### src/rtl/wsg_pkg.sv
package wsg_pkg;

  localparam int unsigned WSG_MAX_CNT_W = 8;

  // Wait count owed by the access captured at a completing edge
  function automatic logic [WSG_MAX_CNT_W-1:0] wait_need(
    input logic                     req,
    input logic                     is_seq,
    input logic [WSG_MAX_CNT_W-1:0] ncnt,
    input logic [WSG_MAX_CNT_W-1:0] scnt
  );
    logic [WSG_MAX_CNT_W-1:0] r;
    if (!req)       r = '0;
    else if (is_seq) r = scnt;
    else            r = ncnt;
    return r;
  endfunction

endpackage

### src/rtl/wsg_capture.sv
module wsg_capture #(
  parameter int unsigned ADDR_W = 32
) (
  input  logic              clk,
  input  logic              rst_n,
  input  logic              done,
  input  logic              mreq,
  input  logic [ADDR_W-1:0] addr_in,
  output logic              active,
  output logic [ADDR_W-1:0] addr_q
);

  // Address and request are taken only when a bus cycle completes
  always_ff @(posedge clk) begin
    if (!rst_n) begin
      active <= 1'b0;
      addr_q <= '0;
    end else if (done) begin
      active <= mreq;
      addr_q <= addr_in;
    end
  end

  AST_HOLD_ADDR: assert property (@(posedge clk) disable iff (!rst_n)
    !done |=> $stable(addr_q));

  AST_TAKE_ADDR: assert property (@(posedge clk) disable iff (!rst_n)
    done |=> addr_q == $past(addr_in));

endmodule

### src/rtl/wsg_counter.sv
module wsg_counter #(
  parameter int unsigned CNT_W = 4
) (
  input  logic             clk,
  input  logic             rst_n,
  input  logic             done,
  input  logic [CNT_W-1:0] load_val,
  output logic [CNT_W-1:0] cnt,
  output logic             cnt_zero
);

  always_ff @(posedge clk) begin
    if (!rst_n)
      cnt <= '0;
    else if (done)
      cnt <= load_val;
    else if (cnt != '0)
      cnt <= cnt - 1'b1;
  end

  assign cnt_zero = (cnt == '0);

  AST_CNT_STEP: assert property (@(posedge clk) disable iff (!rst_n)
    (!done && cnt != '0) |=> cnt == $past(cnt) - 1'b1);

endmodule

### src/rtl/wsg_wait_drive.sv
module wsg_wait_drive (
  input  logic clk,
  input  logic rst_n,
  input  logic hold_req,
  output logic wait_n
);

  // Falling-edge register: the line only moves in the clock-low phase
  always_ff @(negedge clk) begin
    if (!rst_n)
      wait_n <= 1'b1;
    else
      wait_n <= !hold_req;
  end

endmodule

### src/rtl/bus_wait_gen.sv
module bus_wait_gen #(
  parameter int unsigned ADDR_W = 32,
  parameter int unsigned CNT_W  = 4
) (
  input  logic              clk,
  input  logic              rst_n,
  input  logic              mreq,
  input  logic              seq,
  input  logic [ADDR_W-1:0] addr_in,
  input  logic [CNT_W-1:0]  n_wait_cfg,
  input  logic [CNT_W-1:0]  s_wait_cfg,
  output logic              wait_n,
  output logic [ADDR_W-1:0] addr_lat,
  output logic              data_strobe
);
  import wsg_pkg::*;

  localparam int unsigned PAD_W = WSG_MAX_CNT_W - CNT_W;

  // Named internal events
  logic                     cycle_done;
  logic                     active;
  logic [CNT_W-1:0]         cnt;
  logic                     cnt_zero;
  logic                     hold_req;
  logic [WSG_MAX_CNT_W-1:0] need_full;
  logic [CNT_W-1:0]         need;

  assign cycle_done = wait_n;
  assign need_full  = wait_need(mreq, seq,
                                {{PAD_W{1'b0}}, n_wait_cfg},
                                {{PAD_W{1'b0}}, s_wait_cfg});
  assign need       = need_full[CNT_W-1:0];
  assign hold_req   = active && !cnt_zero;

  wsg_capture #(.ADDR_W(ADDR_W)) u_capture (
    .clk     (clk),
    .rst_n   (rst_n),
    .done    (cycle_done),
    .mreq    (mreq),
    .addr_in (addr_in),
    .active  (active),
    .addr_q  (addr_lat)
  );

  wsg_counter #(.CNT_W(CNT_W)) u_counter (
    .clk      (clk),
    .rst_n    (rst_n),
    .done     (cycle_done),
    .load_val (need),
    .cnt      (cnt),
    .cnt_zero (cnt_zero)
  );

  wsg_wait_drive u_drive (
    .clk      (clk),
    .rst_n    (rst_n),
    .hold_req (hold_req),
    .wait_n   (wait_n)
  );

  assign data_strobe = active && wait_n;

  AST_NO_UNDERFLOW: assert property (@(posedge clk) disable iff (!rst_n)
    !wait_n |-> (active && cnt != '0));

  AST_IDLE_FAST: assert property (@(posedge clk) disable iff (!rst_n)
    (wait_n && !mreq) |=> wait_n);

  AST_IDLE_QUIET: assert property (@(posedge clk) disable iff (!rst_n)
    (wait_n && !mreq) |=> !data_strobe);

endmodule

### config.mk
export PLATFORM = sky130hd
export DESIGN_NAME = bus_wait_gen
export DESIGN_NICKNAME = d
export VERILOG_FILES = /design/src/rtl/wsg_pkg.sv /design/src/rtl/wsg_capture.sv /design/src/rtl/wsg_counter.sv /design/src/rtl/wsg_wait_drive.sv /design/src/rtl/bus_wait_gen.sv
export SDC_FILE = /design/constraint.sdc
export NUM_CORES = 1
export LEC_CHECK = 0
export BUFFER_PORTS_ARGS = -buffer_cell sky130_fd_sc_hd__buf_2
export CAP_MARGIN = 20
export CORE_MARGIN = 2
export CORE_UTILIZATION = 40
export DETAILED_ROUTE_END_ITERATION = 7
export PLACE_DENSITY_LB_ADDON = 0.05
export SETUP_SLACK_MARGIN = 0.05
export SLEW_MARGIN = 20
export SYNTH_ARGS = -nofsm -noshare
export SYNTH_HDL_FRONTEND = slang
export SYNTH_SLANG_ARGS = --single-unit
### constraint.sdc
create_clock -name clk -period 1.42 [get_ports clk]
set_clock_uncertainty 0.1 [all_clocks]
set_input_delay 0.142 -clock clk [delete_from_list [all_inputs] [get_ports clk]]
set_output_delay 0.142 -clock clk [all_outputs]
set_load 0.02 [all_outputs]
==> summary.txt <==
Route
  – 1st-iter DRT viols: 38
  – Antenna viol nets, final: 0
  – WL/cell: ~11 µm
  – Overall routed net length: around 3200 µm
  – Vias per std cell: 4.429
  – DRC viols: 0
  – Total iterations of the first detailed-routing run: 4
  – Via count: 1249

Synthesis
  – Synth Register Bits: 38
  – Yosys warnings: 0
  – Yosys top cell area share: 49.71%
  – Syn_area_per_cell: approximately 11 µm²
  – XOR/XNOR Fraction of Synth Area: under 10%
  – Yosys top cell by area: dfxtp_1
  – Netlist cell types: 21
  – Largest family of logic cells by synthesized area: multiplexers
  – Post-Synth Adder-Cell Area: less than 1%
  – Seq/Total Area, Yosys: between 40% and 50%
  – Syn_nets: roughly 180
  – Post-Syn Instances: about 140
  – Main area contributors after synthesis: dfxtp_1 50%, mux2i_1 24%, nor2b_1 13%
  – Mux cell area share after synthesis: about 25%
  – Simple logic cell fraction of the synthesized area: 16.52%
  – Synth Area in Compound Gates: approximately 3.2%
  – Post-Syn Area: 1530 µm²

Critical path
  – R2R Setup Slk: -0.47 ns
  – Kind of critical path: reg2out
  – Worst R2R Start: u_drive.wait_n$_SDFF_NN1_
  – Worst r2r dst: u_capture.addr_q[20]$_SDFFE_PN0P_
  – CP Capture Type: output port
  – Req. time, crit path: roughly 1.2 ns
  – CP arrival: ~1.7 ns
  – Crit path max fanout: 6
  – R2R depth: 4
  – CP startpoint kind: register

Timing
  – # setup viols final: 40
  – Worst-Margin Slew: ~0.30 ns
  – Final worst setup slack: -0.4867 ns
  – Minimum hold slack: 0.01069 ns
  – Slew Limit Fails: 0
  – Headroom to the max-slew limit: about four fifths
  – RSZ-0062 raised after global routing: true
  – Hold Violations, Final: 0

Clock network
  – Clock slew at reported path FFs: 0.07 ns
  – Worst-Skew Late Latency: 0.34 ns
  – Clk root buf: clkbuf_8
  – CTS tree: done
  – Clk sinks: 38
  – CTS H-tree lvls: 2
  – Clock buffer count from CTS: 5
  – Clock tree buffer depth: 2

Global routing
  – Largest net degree at the start of global routing: 37
  – First-pass GRT wire length: approximately 5000 µm
  – GRT Overall Usage: around 16%
  – Overflow after GRT: 0
  – Initial antenna violation count: 0
  – Busiest grt layer: met2
  – Met1 usage: a little under a fifth
  – GR Layer Usage met2: between 20% and 30%
  – Vias in the first global route: 1111
  – Met3 Usage GRT: between 6 and 7%

Cells and area
  – Fillers: 320
  – Layout Nets: 278
  – Most frequent cells in the layout: 75 x buf_2, 36 x mux2i_1, 35 x dfxtp_1, 32 x nor2b_1, 14 x buf_4
  – Layout area overhead: 53.39%
  – Final Core Density: between 60 and 70%
  – Commonest non-fill, non-tap cell in the layout: buf_2
  – Antenna Cells: 0
  – Layout cells sized above 1: a little over half

Floorplan
  – Core area: approximately 3700 µm²
  – Initial Util: a little over two fifths
  – Die H: approximately 66 µm
  – I/O Pins: 78
  – DIE AREA: 4336 µm²
  – Die W: between 60 and 70 µm
  – Rows: 22

Pwr
  – Psw: around 600 µW
  – Power Density: between 1000 and 1500 nW/µm²
  – Peak supply drop: a little under 0.7 mV
  – Int Power: ~1800 µW
  – Seq pwr share: between 40 and 50%
  – Leakage: approximately 0.0013 µW
  – Share of total power in the clock network: 31.3%
  – Combinational share of power: approximately a fifth
  – Switch share: roughly 26%

Hold path
  – Hold Path End: u_capture.addr_q[3]$_SDFFE_PN0P_
  – Hold path start: addr_in[3]
  – Hold Crit Depth: 3
  – Min-delay worst type: in2reg

Placement
  – # port buffers: just under 80
  – Pre-CTS setup slack: -0.4065 ns
  – Detail Placement HPWL: 2299 µm
  – GPL Wtd Cong: roughly 0.74

Outcome
  – Failing checks: negative setup slack
  – Outcome: complete, but fails checks

Run
  – Max_cap viols: 0
[critical path: stages, from the launching register on]
cell and delay [ns]:
dfxtp_4 0.35, buf_4 0.14, buf_6 0.12
[power by group through the flow]
stage / Sequential (µW) / Combinational (µW) / Clock (µW)
4_1_cts: 1170 / 460 / 774
3_3_place_gp: 1190 / 426 / 8.75
2_1_floorplan: 1260 / 196 / 8.75
3_5_place_dp: 1190 / 435 / 8.75
6_report: 1170 / 477 / 747
5_1_grt: 1170 / 518 / 846
[state kept, by name, summed over array words and instances (netlist names)]
name,flops
u_capture.addr_q,32
u_counter.cnt,4
u_capture.active,1
u_drive.wait_n,1
[cell usage after synthesis]
master    instances
nor2b_1          32
mux2_4            1
ha_1              1
a21boi_0          1
xnor2_1           2
or3b_4            1
o22ai_1           3
mux2i_1          37
nor2_1            1
and2_1            1
nand2b_1          2
nand2_1           1
inv_1             3
clkbuf_1          5
nand3_1           2
nor3_1            1
buf_4             1
dfxtp_1          38
o22ai_2           1
o211a_1           1
buf_2             3
[per-stage QoR]
step	std cells	total power [µW]	instance area, µm²	setup TNS [ns]
floorplan	138	1467	1605	-12.23
global placement	266	1624	2091	-12.14
detailed placement	266	1634	2091	-12.79
CTS	279	2400	2266	-16.75
global route	282	2537	2347	-18.80
finish	282	2390	2347	-16.78
[per-layer routing]
layer | up-vias | wire (µm)
met2 | 48 | 1582
li1 | 652 | -
met3 | 5 | 238
met5 | - | 0
met4 | 0 | 49
met1 | 544 | 1366
[cell type report]
class	count	area, µm²	share of cell area [%]
multi-input combinational	88	782.0	33.32
sequential	38	767.0	32.68
timing repair buffer	97	635.6	27.08
clock buffer	6	82.58	3.518
tap	48	60.06	2.559
clock inverter	3	12.51	0.5330
inverter	2	7.507	0.3198
[repair_timing]
action / 4_1_cts / 5_1_grt
buffers inserted: 4 / 1
gates resized for setup: 8 / 4
gates cloned: 1 / 2
hold buffers: 0 / 0
pin swaps: 2 / 1
setup endpoints to repair: 40 / 40
[cell families after synthesis]
kind of cell               count (synthesis)
AOI/OAI and AO/OA                          6
xor gates and xnor gates                   2
adders and majority gates                  1
buffers and inverters                     12
DFF                                       38
muxes                                     38
and+or+nand+nor                           41
[how the worst max path moves through the flow]
stage	start	to	slack (ns)	depth (start not counted)
2_1_floorplan	u_counter.cnt[1]$_SDFFE_PN0P_	u_drive.wait_n$_SDFF_NN1_	-0.43	4
5_1_grt	u_drive.wait_n$_SDFF_NN1_	u_capture.addr_q[5]$_SDFFE_PN0P_	-0.53	4
4_1_cts	u_drive.wait_n$_SDFF_NN1_	wait_n	-0.50	2
3_5_place_dp	u_counter.cnt[1]$_SDFFE_PN0P_	u_drive.wait_n$_SDFF_NN1_	-0.41	4
6_report	u_drive.wait_n$_SDFF_NN1_	wait_n	-0.49	2
3_3_place_gp	u_counter.cnt[1]$_SDFFE_PN0P_	u_drive.wait_n$_SDFF_NN1_	-0.38	4
(Power assumes the default switching activity.)
